===== src/rtl/tag_lookup_pkg.sv =====
package tag_lookup_pkg;

    typedef enum logic [2:0] {
        OP_IDLE       = 3'd0,
        OP_READ_HIT   = 3'd1,
        OP_WRITE_HIT  = 3'd2,
        OP_READ_MISS  = 3'd3,
        OP_WRITE_MISS = 3'd4
    } op_e;

    // Places a field of the given width at the given bit position.
    // A field of width zero yields zero.
    function automatic logic [63:0] place_field(input logic [63:0] val,
                                                input int lsb,
                                                input int width);
        logic [63:0] mask;
        if (width <= 0) return 64'd0;
        mask = (64'd1 << width) - 64'd1;
        return (val & mask) << lsb;
    endfunction

    // Line address from its tag, set and bank fields.
    function automatic logic [63:0] line_addr(input logic [63:0] tag,
                                              input logic [63:0] set,
                                              input logic [63:0] bank,
                                              input int low_bits,
                                              input int bank_bits,
                                              input int set_bits,
                                              input int tag_bits);
        return place_field(bank, low_bits, bank_bits)
             | place_field(set,  low_bits + bank_bits, set_bits)
             | place_field(tag,  low_bits + bank_bits + set_bits, tag_bits);
    endfunction

endpackage


===== src/rtl/tag_lookup_init.sv =====
module tag_lookup_init #(
    parameter int IDX_W = 5
) (
    input  logic             clk,
    input  logic             rst,
    output logic             busy,
    output logic [IDX_W-1:0] line_idx
);
    localparam logic [IDX_W-1:0] LAST = {IDX_W{1'b1}};

    always_ff @(posedge clk) begin
        if (rst) begin
            busy     <= 1'b1;
            line_idx <= '0;
        end else if (busy) begin
            line_idx <= line_idx + 1'b1;
            if (line_idx == LAST) busy <= 1'b0;
        end
    end
endmodule


===== src/rtl/tag_lookup_way_cmp.sv =====
module tag_lookup_way_cmp #(
    parameter int TAG_W = 24
) (
    input  logic             way_valid,
    input  logic [TAG_W-1:0] way_tag,
    input  logic [TAG_W-1:0] req_tag,
    output logic             match
);
    assign match = way_valid && (way_tag == req_tag);
endmodule


===== src/rtl/tag_lookup_pick.sv =====
module tag_lookup_pick #(
    parameter int WAYS  = 4,
    parameter int WAY_W = 2,
    parameter int AGE_W = 3
) (
    input  logic [WAYS-1:0]       valid,
    input  logic [WAYS*AGE_W-1:0] ages,
    output logic                  free_found,
    output logic [WAY_W-1:0]      free_way,
    output logic [WAY_W-1:0]      victim_way
);
    logic [AGE_W-1:0] best_age;

    // Lowest invalid way: scan from the top so lower indices win.
    always_comb begin
        free_found = 1'b0;
        free_way   = '0;
        for (int w = WAYS - 1; w >= 0; w--) begin
            if (!valid[w]) begin
                free_found = 1'b1;
                free_way   = WAY_W'(w);
            end
        end
    end

    // Oldest way: strictly greater replaces, so ties keep the lower index.
    always_comb begin
        victim_way = '0;
        best_age   = ages[AGE_W-1:0];
        for (int w = 1; w < WAYS; w++) begin
            if (ages[w*AGE_W +: AGE_W] > best_age) begin
                best_age   = ages[w*AGE_W +: AGE_W];
                victim_way = WAY_W'(w);
            end
        end
    end
endmodule


===== src/rtl/tag_lookup_engine.sv =====
module tag_lookup_engine
    import tag_lookup_pkg::*;
#(
    parameter int ADDR_W     = 32,
    parameter int BYTE_BITS  = 2,
    parameter int WORD_BITS  = 2,
    parameter int BANK_BITS  = 1,
    parameter int BANK_ID    = 0,
    parameter int SET_BITS   = 3,
    parameter int WAY_BITS   = 2,
    parameter int AGE_W      = 3,
    parameter bit WRITE_BACK = 1'b1,
    parameter int TAG_W      = ADDR_W - BYTE_BITS - WORD_BITS - BANK_BITS - SET_BITS
) (
    input  logic                clk,
    input  logic                rst,
    output logic                ready,
    input  logic                req_valid,
    input  logic [SET_BITS-1:0] req_set,
    input  logic [TAG_W-1:0]    req_tag,
    input  logic                req_write,
    output logic                rsp_valid,
    output logic                rsp_hit,
    output logic [WAY_BITS-1:0] rsp_hit_way,
    output logic                rsp_free_found,
    output logic [WAY_BITS-1:0] rsp_free_way,
    output logic [WAY_BITS-1:0] rsp_victim_way,
    output logic [WAY_BITS-1:0] rsp_alloc_way,
    output logic                mem_wr_valid,
    output logic [ADDR_W-1:0]   mem_wr_addr,
    output logic                mem_wr_evict,
    output logic                rd_miss_pulse,
    output logic                wr_miss_pulse
);
    localparam int SETS     = 1 << SET_BITS;
    localparam int WAYS     = 1 << WAY_BITS;
    localparam int IDX_W    = SET_BITS + WAY_BITS;
    localparam int LOW_BITS = BYTE_BITS + WORD_BITS;
    localparam logic [AGE_W-1:0] AGE_MAX = {AGE_W{1'b1}};

    // Line state array
    logic [TAG_W-1:0] tag_q   [SETS][WAYS];
    logic [AGE_W-1:0] age_q   [SETS][WAYS];
    logic [WAYS-1:0]  valid_q [SETS];
    logic [WAYS-1:0]  dirty_q [SETS];

    // Initialization sweep
    logic             init_busy;
    logic [IDX_W-1:0] init_idx;

    tag_lookup_init #(.IDX_W(IDX_W)) u_init (
        .clk      (clk),
        .rst      (rst),
        .busy     (init_busy),
        .line_idx (init_idx)
    );

    assign ready = !init_busy;

    logic accept;
    assign accept = req_valid && ready;

    // Row read and per-way compare
    logic [WAYS-1:0]       row_valid;
    logic [WAYS-1:0]       row_dirty;
    logic [WAYS*AGE_W-1:0] row_ages;
    logic [WAYS-1:0]       hit_vec;

    assign row_valid = valid_q[req_set];
    assign row_dirty = dirty_q[req_set];

    for (genvar w = 0; w < WAYS; w++) begin : g_way
        assign row_ages[w*AGE_W +: AGE_W] = age_q[req_set][w];
        tag_lookup_way_cmp #(.TAG_W(TAG_W)) u_cmp (
            .way_valid (row_valid[w]),
            .way_tag   (tag_q[req_set][w]),
            .req_tag   (req_tag),
            .match     (hit_vec[w])
        );
    end

    logic                free_found;
    logic [WAY_BITS-1:0] free_way;
    logic [WAY_BITS-1:0] victim_way;

    tag_lookup_pick #(.WAYS(WAYS), .WAY_W(WAY_BITS), .AGE_W(AGE_W)) u_pick (
        .valid      (row_valid),
        .ages       (row_ages),
        .free_found (free_found),
        .free_way   (free_way),
        .victim_way (victim_way)
    );

    // Lookup decision
    logic                hit;
    logic [WAY_BITS-1:0] hit_way;
    logic [WAY_BITS-1:0] alloc_way;
    logic                do_alloc;
    op_e                 op;

    always_comb begin
        hit     = |hit_vec;
        hit_way = '0;
        for (int w = WAYS - 1; w >= 0; w--) begin
            if (hit_vec[w]) hit_way = WAY_BITS'(w);
        end
        alloc_way = free_found ? free_way : victim_way;
        do_alloc  = !hit && (!req_write || WRITE_BACK);
        if (!accept)        op = OP_IDLE;
        else if (hit)       op = req_write ? OP_WRITE_HIT  : OP_READ_HIT;
        else                op = req_write ? OP_WRITE_MISS : OP_READ_MISS;
    end

    // Next row contents
    logic [WAYS-1:0]  nxt_valid;
    logic [WAYS-1:0]  nxt_dirty;
    logic [AGE_W-1:0] nxt_age [WAYS];
    logic [TAG_W-1:0] nxt_tag [WAYS];

    always_comb begin
        for (int w = 0; w < WAYS; w++) begin
            nxt_valid[w] = row_valid[w];
            nxt_dirty[w] = row_dirty[w];
            nxt_tag[w]   = tag_q[req_set][w];
            nxt_age[w]   = age_q[req_set][w];
            if (row_valid[w]) begin
                if (hit_vec[w])                   nxt_age[w] = '0;
                else if (nxt_age[w] != AGE_MAX)   nxt_age[w] = nxt_age[w] + 1'b1;
            end
            if (WRITE_BACK && hit_vec[w] && req_write) nxt_dirty[w] = 1'b1;
            if (do_alloc && (alloc_way == WAY_BITS'(w))) begin
                nxt_valid[w] = 1'b1;
                nxt_dirty[w] = WRITE_BACK && req_write;
                nxt_tag[w]   = req_tag;
                nxt_age[w]   = '0;
            end
        end
    end

    // Memory write decision
    logic              mw_valid;
    logic              mw_evict;
    logic [ADDR_W-1:0] mw_addr;
    logic [TAG_W-1:0]  victim_tag;

    assign victim_tag = tag_q[req_set][victim_way];

    always_comb begin
        mw_valid = 1'b0;
        mw_evict = 1'b0;
        mw_addr  = ADDR_W'(line_addr(64'(req_tag), 64'(req_set), 64'(BANK_ID),
                                     LOW_BITS, BANK_BITS, SET_BITS, TAG_W));
        if (!WRITE_BACK) begin
            mw_valid = req_write;
        end else if (do_alloc && !free_found && row_dirty[victim_way]) begin
            mw_valid = 1'b1;
            mw_evict = 1'b1;
            mw_addr  = ADDR_W'(line_addr(64'(victim_tag), 64'(req_set), 64'(BANK_ID),
                                         LOW_BITS, BANK_BITS, SET_BITS, TAG_W));
        end
    end

    // Array update: sweep first, then accepted requests
    logic [SET_BITS-1:0] init_set;
    logic [WAY_BITS-1:0] init_way;
    assign init_set = init_idx[IDX_W-1:WAY_BITS];
    assign init_way = init_idx[WAY_BITS-1:0];

    always_ff @(posedge clk) begin
        if (!rst && init_busy) begin
            valid_q[init_set][init_way] <= 1'b0;
            dirty_q[init_set][init_way] <= 1'b0;
            age_q[init_set][init_way]   <= '0;
            tag_q[init_set][init_way]   <= '0;
        end else if (accept) begin
            valid_q[req_set] <= nxt_valid;
            dirty_q[req_set] <= nxt_dirty;
            for (int w = 0; w < WAYS; w++) begin
                age_q[req_set][w] <= nxt_age[w];
                tag_q[req_set][w] <= nxt_tag[w];
            end
        end
    end

    // Registered response
    always_ff @(posedge clk) begin
        if (rst) begin
            rsp_valid      <= 1'b0;
            rsp_hit        <= 1'b0;
            rsp_hit_way    <= '0;
            rsp_free_found <= 1'b0;
            rsp_free_way   <= '0;
            rsp_victim_way <= '0;
            rsp_alloc_way  <= '0;
            mem_wr_valid   <= 1'b0;
            mem_wr_addr    <= '0;
            mem_wr_evict   <= 1'b0;
            rd_miss_pulse  <= 1'b0;
            wr_miss_pulse  <= 1'b0;
        end else begin
            rsp_valid      <= accept;
            rsp_hit        <= accept && hit;
            rsp_hit_way    <= hit_way;
            rsp_free_found <= free_found;
            rsp_free_way   <= free_way;
            rsp_victim_way <= victim_way;
            rsp_alloc_way  <= alloc_way;
            mem_wr_valid   <= accept && mw_valid;
            mem_wr_addr    <= mw_addr;
            mem_wr_evict   <= accept && mw_evict;
            rd_miss_pulse  <= (op == OP_READ_MISS);
            wr_miss_pulse  <= (op == OP_WRITE_MISS);
        end
    end
endmodule


===== config.mk =====
export PLATFORM = sky130hd
export DESIGN_NAME = tag_lookup_engine
export DESIGN_NICKNAME = d
export VERILOG_FILES = /design/src/rtl/tag_lookup_pkg.sv /design/src/rtl/tag_lookup_init.sv /design/src/rtl/tag_lookup_way_cmp.sv /design/src/rtl/tag_lookup_pick.sv /design/src/rtl/tag_lookup_engine.sv
export SDC_FILE = /design/constraint.sdc
export NUM_CORES = 1
export LEC_CHECK = 0
export BUFFER_PORTS_ARGS = -buffer_cell sky130_fd_sc_hd__buf_2
export CAP_MARGIN = 20
export CELL_PAD_IN_SITES_DETAIL_PLACEMENT = 0
export CELL_PAD_IN_SITES_GLOBAL_PLACEMENT = 2
export CORE_UTILIZATION = 29
export DETAILED_ROUTE_END_ITERATION = 8
export HOLD_SLACK_MARGIN = 0.02
export PLACE_DENSITY_LB_ADDON = 0.3
export SETUP_SLACK_MARGIN = 0.15
export SYNTH_ARGS = -nofsm -noshare
export SYNTH_HDL_FRONTEND = slang
export SYNTH_HIERARCHICAL = 1
export SYNTH_SLANG_ARGS = --single-unit
export TNS_END_PERCENT = 30

===== constraint.sdc =====
create_clock -name clk -period 13.6 [get_ports clk]
set_input_delay 1.36 -clock clk [delete_from_list [all_inputs] [get_ports clk]]
set_output_delay 1.36 -clock clk [all_outputs]
set_load 0.05 [all_outputs]

==> impl_metrics.py <==
metrics = {
    "timing": {
        "rsz0062_at_grt": "false",
        "clock.fmax_mhz": 113.9,
        "post-route-min-period_ns": 8.781,
        "maxSlewViolCount": 0,
        "hold_viol": 0,
        "skew_ns": 0.02120,
        "setup_tns_ns": 0,
        "final-setup-viol-count": 0,
        "max_slew.worst_pin.slew_ns": 1.121,
        "min_period_over_period_pct": 64.56,
        "slew_headroom_pct": 25.30,
    },
    "cells_and_area": {
        "multi_input_area_sq_um": 11800,
        "syn_to_final_growth_pct": 15.17,
        "drive_above_1_share_pct": 28.16,
        "fin_nets": 2299,
        "fillers": 13222,
        "antenna_cells": 0,
        "ff_latch_area_sq_um": 28810,
        "stdcell_area_sq_um": 47250,
    },
    "pwr": {
        "irDropWorstVdd_v": 0.0001037,
        "power_uw": 6787,
        "power.leakage_uw": 0.01583,
        "power.density_nw_per_um2": 143.7,
    },
    "placed_design": {
        "place_area_sq_um": 43840,
        "io_buffers": 73,
        "post-dp-hpwl_um": 71300,
        "gp_congestion": 0.7847,
    },
    "flow_run": {
        "drv_cap": 0,
    },
    "floorplanning": {
        "dieArea_sq_um": 143000,
        "coreArea_sq_um": 139900,
        "fp.dieH_um": 378.1,
        "rows": 137,
        "ios": 79,
        "fp.dieW_um": 378.1,
        "initial_utilization_pct": 29.33,
    },
    "global_routing": {
        "grt_max_degree": 70,
        "grtUsageTotal_pct": 17.00,
        "grt_first_pass_wirelength_um": 169900,
        "antenna_found_initial": 11,
        "grt_overflow": 0,
        "grt_pass1_vias": 21560,
    },
    "worst_setup_path": {
        "critPathMaxFanout": 48,
        "required_ns": 13.96,
        "worstSetupEndpointType": "flip-flop",
        "criticalPathCategory": "primary input to flip-flop",
        "arrival_ns": 9.14,
        "critPathLaunchType": "primary input",
    },
    "clock_network": {
        "root_buffer": "clkbuf_16",
        "cts_sinks": 975,
        "cts_tree": "built",
        "ctsHoldBuffers": 0,
        "cts_made_buffers": 104,
        "cts_buffer_depth": 3,
        "clock_latency_ns": 0.68,
        "h-tree-depth": 3,
        "clkTransAtPathRegs_ns": 0.06,
        "cts_resized": 0,
        "cts_setup_buffers": 0,
    },
    "synthesis": {
        "netlist_instances": 2134,
        "synth_top_area_share_pct": 67.93,
        "synth_adder_area_share_pct": 0.4880,
        "synth_top_family_by_area": "multiplexers",
        "synth_seq_cells": 975,
        "ys.warnings.count": 6,
        "synthTopCellsByArea": "edfxtp_1 (68%), mux4_2 (11%), mux4_1 (3.3%)",
        "synthMuxAreaShare_pct": 19.25,
        "synth.distinct_cells": 60,
        "syn-cell-area_sq_um": 41020,
        "async_reset_ff_share_pct": 0,
        "ys_seq_area_share_pct": 70.22,
        "synth.largest_area_cell": "edfxtp_1",
        "synth-compound-area-share_pct": 1.851,
        "synth_edf_count": 928,
        "post_synth.cell_area_avg_sq_um": 19.22,
        "synthSimpleGateAreaFrac_pct": 4.203,
        "synthXorXnorAreaFrac_pct": 2.114,
        "synth-main-ff-cell": "edfxtp_1",
    },
    "worst_hold_path": {
        "hold_class": "flip-flop to flip-flop",
    },
    "drt": {
        "drc": 0,
        "post_drt_via_cell_ratio": 5.021,
        "wl_met3_um": 6122,
        "dr.pass1.iters": 6,
        "dr.max_layer_used": "met5",
        "drtIter0Drc": 1979,
        "vias": 21154,
        "finalWirelength_um": 121300,
        "wl_met1_um": 55620,
        "met2_length_um": 57480,
        "ant_nets": 0,
        "wl_per_cell_um": 28.79,
    },
    "status": {
        "status": "finished, final reports clean",
    },
}
cells in the mapped netlist, drive strengths merged, types with 17 or more instances:
master and number:
mux2i 61, nand2 23, buf 59, xnor2 39
nor2 205, nor3 57, nand3 17, o21bai 24
mux4 257, xor2 60, o311a 25, edfxtp 928
mux2 115, nor4 20, clkbuf 63, dfxtp 47
layer usage:
layer  global-route usage [%]  vias up
met4                    3.346        2
met2                    27.44      634
met3                    2.702      133
met5                        0        -
li1                         -     8932
met1                    24.20    11453
registers in the layout (all words and copies together) (netlist names), 5 cells and up:
signal / count
valid_q: 32
tag_q: 768
dirty_q: 32
mem_wr_addr: 27
age_q: 96
u_init/line_idx: 5
cells in the final DEF (no fill, tap or decap), types with 8 or more instances in the layout:
master       n
o311a_1     25
nor2b_1     14
clkbuf_1    25
nor2_1     172
nor3_1      57
mux2_2     114
bufinv_16    8
buf_4       55
mux4_1      52
xor2_1      60
nor2_4      33
clkinv_2    21
o21bai_1    24
clkinv_1    15
nand4_1     12
mux4_2     205
a21oi_1     13
edfxtp_1   928
nor4_1      15
mux2i_1     60
nand2_1     21
ha_1        16
clkbuf_16  110
inv_1       16
xnor2_1     39
nand3_1     17
buf_2       70
dfxtp_1     47
through the flow:
stage	hold WS, ns	utilization (%)	cells	setup WS, ns
5_1_grt	0.5889	33.78	4213	4.251
4_1_cts	0.5709	33.77	4212	4.850
2_1_floorplan	0.4894	-	2138	5.991
3_3_place_gp	0.5495	31.34	4021	4.269
3_5_place_dp	0.5597	31.34	4021	4.190
6_report	0.5739	33.78	4213	4.819
logic make-up (layout without fill, tap and decap cells):
family	Yosys count	after routing
DFF	975	975
AOI/OAI and AO/OA	99	99
buffers and inverters	139	338
muxes	433	433
other	1	5
xor gates and xnor gates	99	99
adders and majority gates	16	16
and+or+nand+nor	372	372
power breakdown:
part | internal, uW | switching [uW] | leakage [uW]
Combinational | 262 | 442 | 0.00480
Sequential | 3270 | 13.7 | 0.00937
Clock | 1650 | 1150 | 0.00167
area by class of cell:
| type | instances | share of cell area [%] |
|---|---|---|
| flip-flops and latches | 975 | 60.97 |
| clock inverters | 51 | 1.001 |
| repair buffers | 130 | 1.787 |
| multi-input cells | 1024 | 24.97 |
| inverters | 17 | 0.1351 |
| well taps | 1876 | 4.968 |
| clock buffers | 140 | 6.170 |
worst paths after layout:
path / end / from / slack, ns / cells after the start
setup / recovery: age_q[1][5]$_DFFE_PP_ / req_set[0] / 4.82 / 25
hold / removal: u_init/line_idx[4]$_SDFFE_PP0P_ / u_init/line_idx[4]$_SDFFE_PP0P_ / 0.57 / 2
setup reg to reg: age_q[1][5]$_DFFE_PP_ / age_q[7][11]$_DFFE_PP_ / 6.56 / 23
hold reg to reg: u_init/line_idx[4]$_SDFFE_PP0P_ / u_init/line_idx[4]$_SDFFE_PP0P_ / 0.57 / 2
worst max-delay path: stages:
cell and delay [ns]:
buf_8 0.38, buf_4 0.70, mux4_1 0.63, mux2i_1 0.24
inv_1 0.13, inv_1 0.07, ha_1 0.26, a21oi_1 0.21
o21a_4 0.20, o21ai_1 0.09, and2_1 0.18, ha_1 0.29
nor2b_1 0.19, o21ai_2 0.12, a21o_1 0.23, a31o_1 0.24
ha_1 0.29, nor2b_1 0.14, o21a_1 0.17, o21ai_1 0.30
nand2_2 0.58, a32o_1 0.46, nand2_2 0.57, nand2_1 0.20
a211oi_1 0.69
Power figures use the tool's default switching activity.
